**src/rtl/dload_pkg.sv**
```systemverilog
package dload_pkg;
  typedef enum logic {
    WIN_IDLE = 1'b0,
    WIN_OPEN = 1'b1
  } win_state_e;
endpackage

```
**src/rtl/dload_edge_sync.sv**
```systemverilog
// Brings the shift clock into the system clock domain, emits a strobe on
// every level change and delays the bus by the same depth.
module dload_edge_sync #(
  parameter int DATA_W      = 8,
  parameter int SYNC_STAGES = 2
) (
  input  logic              clk,
  input  logic              rst,
  input  logic              sh_i,
  input  logic [DATA_W-1:0] bus_i,
  output logic              strobe_o,
  output logic [DATA_W-1:0] byte_o
);
  localparam int LAST = SYNC_STAGES - 1;

  logic [SYNC_STAGES-1:0] sync_q;
  logic                   prev_q;
  logic [DATA_W-1:0]      bus_q [SYNC_STAGES];

  always_ff @(posedge clk) begin
    if (rst) begin
      sync_q <= '0;
      prev_q <= 1'b0;
      for (int i = 0; i < SYNC_STAGES; i++) bus_q[i] <= '0;
    end else begin
      sync_q[0] <= sh_i;
      bus_q[0]  <= bus_i;
      for (int i = 1; i < SYNC_STAGES; i++) begin
        sync_q[i] <= sync_q[i-1];
        bus_q[i]  <= bus_q[i-1];
      end
      prev_q <= sync_q[LAST];
    end
  end

  assign strobe_o = sync_q[LAST] ^ prev_q;
  assign byte_o   = bus_q[LAST];
endmodule

```
**src/rtl/dload_ctrl.sv**
```systemverilog
// Load window, channel pointer and chip-select hand-off.
module dload_ctrl
  import dload_pkg::*;
#(
  parameter int NUM_CH = 32,
  parameter int PTR_W  = $clog2(NUM_CH)
) (
  input  logic             clk,
  input  logic             rst,
  input  logic             cs_in_i,
  input  logic             strobe_i,
  output logic             wr_en_o,
  output logic [PTR_W-1:0] wr_ptr_o,
  output logic             win_o,
  output logic             cs_out_o
);
  localparam logic [PTR_W-1:0] PTR_LAST = PTR_W'(NUM_CH - 1);

  win_state_e       state_q;
  logic [PTR_W-1:0] ptr_q;
  logic             cs_q;
  logic             last_q;
  logic             cso_q;
  logic             cs_rise;

  assign cs_rise  = cs_in_i & ~cs_q;
  assign win_o    = (state_q == WIN_OPEN);
  assign wr_en_o  = win_o & strobe_i;
  assign wr_ptr_o = ptr_q;
  assign cs_out_o = cso_q;

  always_ff @(posedge clk) begin
    if (rst) begin
      state_q <= WIN_IDLE;
      ptr_q   <= '0;
      cs_q    <= 1'b0;
      last_q  <= 1'b0;
      cso_q   <= 1'b0;
    end else begin
      cs_q   <= cs_in_i;
      last_q <= 1'b0;
      cso_q  <= last_q;
      case (state_q)
        WIN_IDLE: begin
          if (cs_rise) begin
            state_q <= WIN_OPEN;
            ptr_q   <= '0;
          end
        end
        WIN_OPEN: begin
          if (strobe_i) begin
            if (ptr_q == PTR_LAST) begin
              state_q <= WIN_IDLE;
              ptr_q   <= '0;
              last_q  <= 1'b1;
            end else begin
              ptr_q <= ptr_q + 1'b1;
            end
          end
        end
        default: state_q <= WIN_IDLE;
      endcase
    end
  end
endmodule

```
**src/rtl/dload_bank.sv**
```systemverilog
// One holding register per channel, written by pointer.
module dload_bank #(
  parameter int DATA_W = 8,
  parameter int NUM_CH = 32,
  parameter int PTR_W  = $clog2(NUM_CH)
) (
  input  logic                     clk,
  input  logic                     rst,
  input  logic                     wr_en_i,
  input  logic [PTR_W-1:0]         wr_ptr_i,
  input  logic [DATA_W-1:0]        wr_byte_i,
  output logic [NUM_CH*DATA_W-1:0] chan_o
);
  for (genvar g = 0; g < NUM_CH; g++) begin : g_lane
    logic [DATA_W-1:0] lane_q;
    always_ff @(posedge clk) begin
      if (rst)                                      lane_q <= '0;
      else if (wr_en_i && wr_ptr_i == PTR_W'(g))    lane_q <= wr_byte_i;
    end
    assign chan_o[g*DATA_W +: DATA_W] = lane_q;
  end
endmodule

```
**src/rtl/dedge_byte_loader.sv**
```systemverilog
module dedge_byte_loader #(
  parameter int DATA_W      = 8,
  parameter int NUM_CH      = 32,
  parameter int SYNC_STAGES = 2
) (
  input  logic                     clk,
  input  logic                     rst,
  input  logic                     shclk_i,
  input  logic [DATA_W-1:0]        bus_i,
  input  logic                     cs_in_i,
  output logic                     cs_out_o,
  output logic [NUM_CH*DATA_W-1:0] chan_o
);
  localparam int PTR_W = $clog2(NUM_CH);

  logic              strobe;
  logic [DATA_W-1:0] cap_byte;
  logic              wr_en;
  logic [PTR_W-1:0]  wr_ptr;
  logic              win_open;

  dload_edge_sync #(.DATA_W(DATA_W), .SYNC_STAGES(SYNC_STAGES)) u_sync (
    .clk(clk), .rst(rst), .sh_i(shclk_i), .bus_i(bus_i),
    .strobe_o(strobe), .byte_o(cap_byte)
  );

  dload_ctrl #(.NUM_CH(NUM_CH), .PTR_W(PTR_W)) u_ctrl (
    .clk(clk), .rst(rst), .cs_in_i(cs_in_i), .strobe_i(strobe),
    .wr_en_o(wr_en), .wr_ptr_o(wr_ptr), .win_o(win_open), .cs_out_o(cs_out_o)
  );

  dload_bank #(.DATA_W(DATA_W), .NUM_CH(NUM_CH), .PTR_W(PTR_W)) u_bank (
    .clk(clk), .rst(rst), .wr_en_i(wr_en), .wr_ptr_i(wr_ptr),
    .wr_byte_i(cap_byte), .chan_o(chan_o)
  );
endmodule

```
**config.mk**
```make
export PLATFORM = sky130hd
export DESIGN_NAME = dedge_byte_loader
export DESIGN_NICKNAME = d
export VERILOG_FILES = /design/src/rtl/dload_pkg.sv /design/src/rtl/dload_edge_sync.sv /design/src/rtl/dload_ctrl.sv /design/src/rtl/dload_bank.sv /design/src/rtl/dedge_byte_loader.sv
export SDC_FILE = /design/constraint.sdc
export NUM_CORES = 1
export LEC_CHECK = 0
export ABC_AREA = 1
export ABC_CLOCK_PERIOD_IN_PS = 2000
export BUFFER_PORTS_ARGS = -buffer_cell sky130_fd_sc_hd__buf_2
export CORE_MARGIN = 8
export CORE_UTILIZATION = 45
export DETAILED_ROUTE_END_ITERATION = 8
export PLACE_DENSITY = 0.68
export RECOVER_POWER = 50
export SYNTH_ARGS = -nofsm -noshare
export SYNTH_HDL_FRONTEND = slang
export SYNTH_HIERARCHICAL = 1
export SYNTH_SLANG_ARGS = --single-unit
```
**constraint.sdc**
```tcl
create_clock -name clk -period 2 [get_ports clk]
set_input_delay 0.5 -clock clk [delete_from_list [all_inputs] [get_ports clk]]
set_output_delay 0.5 -clock clk [all_outputs]
set_load 0.01 [all_outputs]
```
# Word-level counts from Yosys, hierarchy flattened
# Memories as Yosys holds them, arrays and structs flattened.
# Index checks and enable logic that the tools add are counted.
# totals
ff_bits	268
ramBits	16
input_bits	12
output_inout_bits	257
word_cells	131
memories	1
# classes
n_addsub	1
n_eq_ne	33
n_mux	14
bitwise_logic	8
n_reduce_logical	35
# mem_list
memory	words	word_bits	read_ports	rd_ports_with_merged_regs	wr	line_no	source
u_sync.bus_q	2	8	2	0	2	dload_edge_sync.sv:18	logic [DATA_W-1:0] bus_q [SYNC_STAGES];
# op_table
operator	n
$eq 5x5->1 const B	16
$eq 5x4->1 const B	8
$logic_and 1x1->1	32
$eq 5x3->1 const B	4
$mux 8	2
$mux 5	3
$eq 5x2->1 const B	2
$pmux 5 s2	1
$mux 1	7
$add 5x1->5 const B	1
$eq 5x1->1 const B	1
$logic_not 5->1	1
$ne 2x1->1 const B	2
$not 1->1	3
$reduce_or 3->1	1
$and 1x1->1	2
$or 1x1->1	2
$pmux 1 s2	1
$reduce_and 2->1	1
$xor 1x1->1	1

# Depth between registers and ports, before layout
# Gate-level depths: netlist of the first run.
# depth
depth_word	4
depth_mapped	13
depth_no_buf	11

# Modules after synthesis
# The synthesis of the first run kept the hierarchy.
# modules_own_cells
module	instances	cells_per_inst	area_per_inst_um2	seq_area_each_um2
dload_bank	1	1792	11244.5	5124.9
dload_edge_sync	1	71	624.3	380.4
dload_ctrl	1	51	396.6	180.2

# Least setup slack after synthesis of the first run
# No wires, ideal clock.
# synth_path
path_type	register to register
start	register u_sync.sync_q[1]
end	register u_bank.g_lane[27].lane_q[2]
setup_ns	0.110
t_arrival_ns	1.631
required_time_ns	1.890
slack_ns	0.260
stages_incl_launch_ff	14
path_buffers	3
period_less_slack_ns	1.740
path_cell_list	dfxtp_1 > inv_1 > nand2_1 > nand2_1 > nand2_2 > inv_1 > nand2_1 > inv_1 > buf_4 > buf_2 > buf_2 > nand3_1 > nand2_1 > nor2_1
# synth_between
elab_chain_len	3
# synth_rtl
element	line_no	source
start: declaration	dload_edge_sync.sv:16	logic [SYNC_STAGES-1:0] sync_q;
start signal: indexed assignment	dload_edge_sync.sv:29	sync_q[i] <= sync_q[i-1];
$xor 1x1->1	dload_edge_sync.sv:36	assign strobe_o = sync_q[LAST] ^ prev_q;
net strobe	dedge_byte_loader.sv:16	logic strobe;
$and 1x1->1	dload_ctrl.sv:28	assign wr_en_o = win_o & strobe_i;
net wr_en	dedge_byte_loader.sv:18	logic wr_en;
$logic_and 1x1->1	dload_bank.sv:18	else if (wr_en_i && wr_ptr_i == PTR_W'(g)) lane_q <= wr_byte_i;
end signal: assignment	dload_bank.sv:18	
end: declaration	dload_bank.sv:15	logic [DATA_W-1:0] lane_q;
# The timed path passes the listed nets, and every way through them passes these cells.
# A chain may end at the register's enable or synchronous reset.

# Final worst setup path of the first run
# layout_path
start	register u_sync.sync_q[1]
end	register u_bank.g_lane[13].lane_q[0]
# layout_between
elab_chain_len	3
# layout_rtl
element	line_no
$xor 1x1->1	dload_edge_sync.sv:36
net strobe	dedge_byte_loader.sv:16
$and 1x1->1	dload_ctrl.sv:28
net wr_en	dedge_byte_loader.sv:18
$logic_and 1x1->1	dload_bank.sv:18
end signal: assignment	dload_bank.sv:18
end: declaration	dload_bank.sv:15
# The timed path passes the listed nets, and every way through them passes these cells.

==> key figures, run 1 <==
Run status
  • Status: complete, no violations

Timing
  • Final Max Slew Viols: 0
  • RSZ-0062 raised after global routing: true
  • Minimum clock period: between 1.5 and 2 ns
  • Slew headroom: between 10% and 20%
  • Finish-stage setup viols: 0
  • Hold Fails Final Rpt: 0
  • F_max: roughly 520 MHz
  • Period utilisation layout: between 90% and 100%
  • Worst-margin pin slew: between 1 and 1.5 ns
  • Clk_skew: about 0.017 ns

CTS
  • Sink Count: around 280
  • CTS H-Tree Depth: 1
  • CTS tree: done
  • CTS clk-pin slew, worst paths: 0.06 ns
  • CTS Root Cell: clkbuf_16
  • Clock Latency Late Sink: about 0.55 ns
  • Cts hold-fix bufs: 0
  • Buffer depth of the longest clock path: 3
  • CTS Buf Count: 30

Logic synthesis
  • Synth cell types: 22
  • Fraction of registers with async set/reset: 0%
  • Post-synth top area cell: dfxtp_1
  • Synth top area cells: dfxtp_1 (46%), nand2_1 (15%), nor2_1 (13%)
  • Most common cell in the synthesized netlist: nand2_1
  • #FFs+latches synth: 284
  • Synth top cells by count: nand2_1 (494), nor2_1 (420), inv_1 (380)
  • Net Count, Synth: a little under 2000
  • Cell count after synthesis: 1914
  • Avg Synthesized Cell Area: between 6 and 7 um2
  • Main synth FF type: dfxtp_1
  • Mapped cell area: between 0.01 and 0.015 mm2
  • Post-synth top area share: 46.4%
  • Sequential fraction of the synthesis area: between 40% and 50%
  • EDFF count, synth: 0
  • Synth warn: 6

Die
  • Initial Util: 45.6%
  • Core area: 0.0269 mm2
  • Io pins: between 200 and 300
  • Die width: between 150 and 200 um
  • DIE AREA: 0.0328 mm2
  • Row count: 60
  • Die Y: ~180 um

Global route
  • Largest net degree at the start of global routing: 55
  • Vias in the first global route: around 11000
  • First-pass GRT wire length: about 60000 um
  • Antenna violations before repair: 0
  • Grt total ovfl: 0
  • GRT Total Usage: roughly 22%

Routing
  • Vias/cell: between 4 and 5
  • DR WL/cell: about 15 um
  • Via count: 11800
  • Pre-antenna DRT Iters: 5
  • Initial DRC count: a little over 900
  • Metal-1 WL: about 16000 um
  • Final ANT Viol Nets: 0
  • Routed WL: approximately 38000 um
  • Top Metal Used: met4
  • WL met3: ~3200 um
  • Residual DRC: 0
  • DR WL met2: 17400 um

Setup path
  • Arr. time, crit path: approximately 2.4 ns
  • Largest fanout on the critical path: 8
  • CP Launch Type: flip-flop
  • Flop2flop setup slack: ~0.084 ns
  • Req. time, crit path: approximately 2.5 ns
  • WS Path Type: flip-flop to flip-flop
  • Critical path endpoint category: flip-flop

Layout
  • Non-filler cells, final: roughly 2500
  • # fillers: between 2000 and 3000
  • Nets: roughly 2200
  • Final antenna diode count: 0
  • Register area: around 0.0057 mm2
  • Share of cells above drive strength 1: under 10%
  • Syn-to-layout area delta: 22.0%
  • Multi-input logic area: between 0.004 and 0.005 mm2
  • Final Cell Area: ~0.015 mm2

Power and ir drop
  • Leakage: between 7 and 8 nW
  • Pwr dens: ~820 mW/mm2
  • VDD IR max: between 0.6 and 0.7 mV

Placement
  • Post-DP Area: between 0.01 and 0.015 mm2
  • Dpl cells: 2465
  • Gpl congestion: 0.821
  • Post-DP HPWL: roughly 25000 um
  • IO Port Bufs: 268

Run
  • Max Cap Violations: 0

Worst hold path
  • Min-delay worst type: primary input to flip-flop
## state kept, by name (all words and copies together), names as in the netlist
register / cells
u_ctrl/cs_out_o: 1
u_sync/prev_q: 1
u_ctrl/last_q: 1
u_ctrl/win_o: 1
u_sync/sync_q: 2
u_bank/g_lane.lane_q: 256
u_ctrl/cs_q: 1
u_ctrl/wr_ptr_o: 5
u_sync/bus_q: 16
## metrics by stage
stage          hold slack, ns  power [W]  setup WS, ns  utilization, %  setup TNS, ns
2_1_floorplan           0.388    0.00610         0.260               -              0
4_1_cts                 0.137     0.0123        0.0266            56.0              0
6_report                0.157     0.0122        0.0839            55.7              0
3_3_place_gp            0.389    0.00623        0.0321            52.0              0
5_1_grt                 0.143     0.0126       -0.0522            55.7         -0.365
3_5_place_dp            0.393    0.00624        0.0582            52.0              0
## path summary, 6_finish.rpt
path	depth (start not counted)	startpoint	endpoint
worst min-delay path	3	bus_i[2]	u_sync/bus_q[0][2]$_SDFF_PP0_
worst min register to register	2	u_sync/bus_q[0][7]$_SDFF_PP0_	u_sync/bus_q[0][15]$_SDFF_PP0_
worst max-delay path	12	u_sync/sync_q[1]$_SDFF_PP0_	u_bank/g_lane[13].lane_q[0]$_SDFFE_PP0P_
worst max register to register	12	u_sync/sync_q[1]$_SDFF_PP0_	u_bank/g_lane[13].lane_q[0]$_SDFFE_PP0P_
## timing repair
action                     CTS  global route
setup endpoints to repair    0           189
setup buffers                0             6
gates resized for setup      0            32
## cells in the final DEF (no fill, tap or decap), types with 2 or more instances in the layout
master      count
buf_2          37
inv_1         377
bufinv_16       7
buf_4          40
buf_12          5
nand2_1       494
nand3_2        13
nand2_2         2
clkinv_2        2
inv_2           2
nand3_4         5
clkbuf_1      240
nor2_4         11
clkbuf_8        4
buf_6           5
a21oi_1         5
clkbuf_16      30
clkinvlp_4      2
dfxtp_1       284
nand3_1       186
ha_1            2
nor2_1        420
nor2_2          5
## worst max-delay path: stages (launching register included)
cell and delay, ns:
dfxtp_1 0.31, inv_1 0.06, nand2_1 0.05, nand2_1 0.10
nand2_2 0.12, inv_1 0.11, inv_1 0.10, nor2_4 0.21
clkinvlp_4 0.16, buf_4 0.17, nor2_4 0.23, nor2_1 0.08
nor2_1 0.12
## layer usage
metal	up-vias	GRT usage (%)
met3	62	6.16
li1	6028	-
met5	-	0
met2	390	36.5
met1	5292	28.2
met4	0	5.97
## cell type report
class,count,share of cell area (%)
flip-flops and latches,284,38.0
multi-input cells,1147,32.2
repair buffers,319,10.1
inverters,381,9.63
clock buffers,42,5.58
well taps,341,2.85
clock inverters,11,1.63
## power by group
part | internal [W] | switching [W] | total [W] | leakage (nW)
combinational | 0.000111 | 0.000291 | 0.000402 | 4.48
sequential | 0.00568 | 0.0000374 | 0.00572 | 2.29
clock | 0.00380 | 0.00228 | 0.00608 | 0.522
## logic make-up after synthesis
kind of cell	share of synthesized area, %
flip-flops	46.4
AND/OR/NAND/NOR	37.5
adder cells (fa/ha/maj)	0.204
AO/OA/AOI/OAI	0.316
buffers and inverters	15.6
No activity file was read; power rests on OpenSTA's default activity.
==> inputs of run 2 (changes only) <==
REMOVE_ABC_BUFFERS = 1   (was default)
==> key figures, run 2 (same netlist as run 1, synthesis figures left out) <==
Run
  • Max Cap Violations: 0

Timing
  • Clk_skew: approximately 0.011 ns
  • Final worst slack: between 0.1 and 0.15 ns
  • F_max: about 540 MHz
  • RSZ-0062 raised after global routing: true
  • Minimum clock period: approximately 1.9 ns
  • Period utilisation layout: 93.0%
  • Slew headroom: 21.0%
  • Worst-margin pin slew: approximately 1.2 ns
  • Finish-stage setup viols: 0
  • Final Max Slew Viols: 0
  • Hold Fails Final Rpt: 0
  • Hold_ws: 0.163 ns

Setup path
  • CP Cell Sequence: inv_1 -> nand2_1 -> nand2_1 -> nand2_2 -> inv_1 -> nand2_1 -> inv_2 -> buf_12 -> nand3_2 -> nand2_1 -> nand2_1 -> nor2_1
  • R2R depth: 12
  • RR Startpoint: u_sync/sync_q[1]$_SDFF_PP0_
  • Req. time, crit path: between 2 and 2.5 ns
  • CP Launch Type: flip-flop
  • Most frequent CP cell: nand2_1
  • Flop2flop setup slack: ~0.14 ns
  • R2R Path End: u_bank/g_lane[20].lane_q[2]$_SDFFE_PP0P_
  • Arr. time, crit path: 2.35 ns
  • CP max stage delay: 0.37 ns
  • Largest fanout on the critical path: between 50 and 60
  • Critical path endpoint category: flip-flop
  • Critical path's slowest cell: nand3_2
  • WS Path Type: flip-flop to flip-flop

Global route
  • Vias in the first global route: around 11000
  • GRT Total Usage: 21.6%
  • Antenna violations before repair: 1
  • Largest net degree at the start of global routing: 75
  • First-pass GRT wire length: around 60000 um
  • Grt total ovfl: 0

Routing
  • Final ANT Viol Nets: 0
  • Routed WL: around 37000 um
  • DR WL/cell: around 15 um
  • Pre-antenna DRT Iters: 6
  • Initial DRC count: slightly above 1000
  • Vias/cell: around 4.6
  • Via count: ~12000
  • Residual DRC: 0

Power and ir drop
  • Clock group share of total power: between 40% and 50%
  • Sw Share: 22.3%
  • VDD IR max: approximately 0.57 mV
  • Sw Pwr: 0.00261 W
  • Pwr dens: around 790 mW/mm2
  • Leakage: 7.28 nW
  • Pwr Total: ~0.012 W
  • Pint: roughly 0.0091 W
  • Combinational Power Share: approximately 3.5%
  • Power share of the sequential group: 49.0%

Placement
  • Post-DP HPWL: ~25000 um
  • IO Port Bufs: between 200 and 300
  • Gpl congestion: 0.824
  • Pre-CTS setup slack: around 0.052 ns

Layout
  • Commonest non-fill, non-tap cell in the layout: nand2_1
  • Share of cells above drive strength 1: 7.60%
  • Biggest register: u_bank/g_lane.lane_q
  • Syn-to-layout area delta: 20.8%
  • Most frequent cells in the layout: nand2_1 (494), nor2_1 (420), inv_1 (378)
  • Final antenna diode count: 0
  • Nets: 2175
  • Max FFs per register: ~260

Worst hold path
  • Hold endpoint: u_sync/bus_q[0][0]$_SDFF_PP0_
  • Min-delay worst type: primary input to flip-flop
  • WHS Path Cells: 3
  • Hold Crit Start: bus_i[0]

CTS
  • Clock Latency Late Sink: 0.55 ns
  • CTS Buf Count: 31
  • CTS tree: done
  • Cts hold-fix bufs: 0
  • Sink Count: approximately 280
  • CTS Root Cell: clkbuf_16
  • CTS H-Tree Depth: 1
  • CTS clk-pin slew, worst paths: about 0.06 ns
  • Buffer depth of the longest clock path: 3

Die
  • Die width: between 150 and 200 um
  • Row count: 60
  • DIE AREA: 0.0328 mm2
  • Initial Util: 45.6%
  • Core area: 0.0269 mm2
  • Io pins: about 270
  • Die Y: approximately 180 um

Run status
  • Status: complete, no violations
-- run 2: through the flow --
stage / setup TNS (ns) / cells / util (%) / cell area (um2)
floorplan: -611.32 / 1811 / - / 11800
global route: -2.27 / 2525 / 55.1 / 14800
CTS: 0 / 2522 / 55.9 / 15000
finish: 0 / 2525 / 55.1 / 14800
detailed placement: 0 / 2466 / 52.2 / 14000
global placement: 0 / 2466 / 52.2 / 14000
-- run 2: what timing repair did --
| action | 4_1_cts | 5_1_grt |
|---|---|---|
| buffers inserted | 0 | 3 |
| setup endpoints to repair | 0 | 168 |
| endpoints found under the hold margin | 0 | 0 |
| resized for setup | 0 | 8 |
-- run 2: worst max path at each step --
stage,startpoint,endpoint,slack (ns),depth (start not counted)
final,u_sync/sync_q[1]$_SDFF_PP0_,u_bank/g_lane[20].lane_q[2]$_SDFFE_PP0P_,0.14,12
after global routing,u_sync/sync_q[1]$_SDFF_PP0_,u_bank/g_lane[16].lane_q[7]$_SDFFE_PP0P_,-0.10,12
after CTS,u_sync/sync_q[1]$_SDFF_PP0_,u_bank/g_lane[11].lane_q[4]$_SDFFE_PP0P_,0.02,11
after detailed placement,u_sync/sync_q[1]$_SDFF_PP0_,u_bank/g_lane[11].lane_q[2]$_SDFFE_PP0P_,0.05,11
after global placement,u_sync/sync_q[1]$_SDFF_PP0_,u_bank/g_lane[9].lane_q[4]$_SDFFE_PP0P_,0.15,12
after floorplan,rst,u_bank/g_lane[15].lane_q[0]$_SDFFE_PP0P_,-2.40,3
-- run 2: power groups by stage --
| stage | Sequential (W) | Combinational, W | Clock (W) |
|---|---|---|---|
| finish | 0.00572 | 0.000413 | 0.00555 |
| floorplan | 0.00583 | 0.000282 | 0 |
| detailed placement | 0.00585 | 0.000405 | 0 |
| global route | 0.00572 | 0.000457 | 0.00587 |
| CTS | 0.00572 | 0.000406 | 0.00564 |
| global placement | 0.00585 | 0.000404 | 0 |
-- run 2: layout make-up --
cell class                      count  area (um2)
Clock buffer                       48         920
Clock inverter                      8        72.6
Tap cell                          341         427
Inverter                          381        1440
Sequential cell                   284        5690
Multi-Input combinational cell   1146        4720
Timing Repair Buffer              317        1560
Fill cell                        2718       12100
-- run 2: critical path: cells and delay by family (launching register included) --
| kind | cells | cell delay, ns |
|---|---|---|
| buffers and inverters | 4 | 0.48 |
| flip-flops | 1 | 0.31 |
| AND/OR/NAND/NOR | 8 | 0.99 |
-- run 2: per-layer routing --
metal	up-vias	GRT usage, %	wire length [um]
li1	6027	-	-
met1	5196	27.6	16300
met2	394	35.7	17200
met3	74	5.26	2780
met4	2	6.49	947
met5	-	0	13
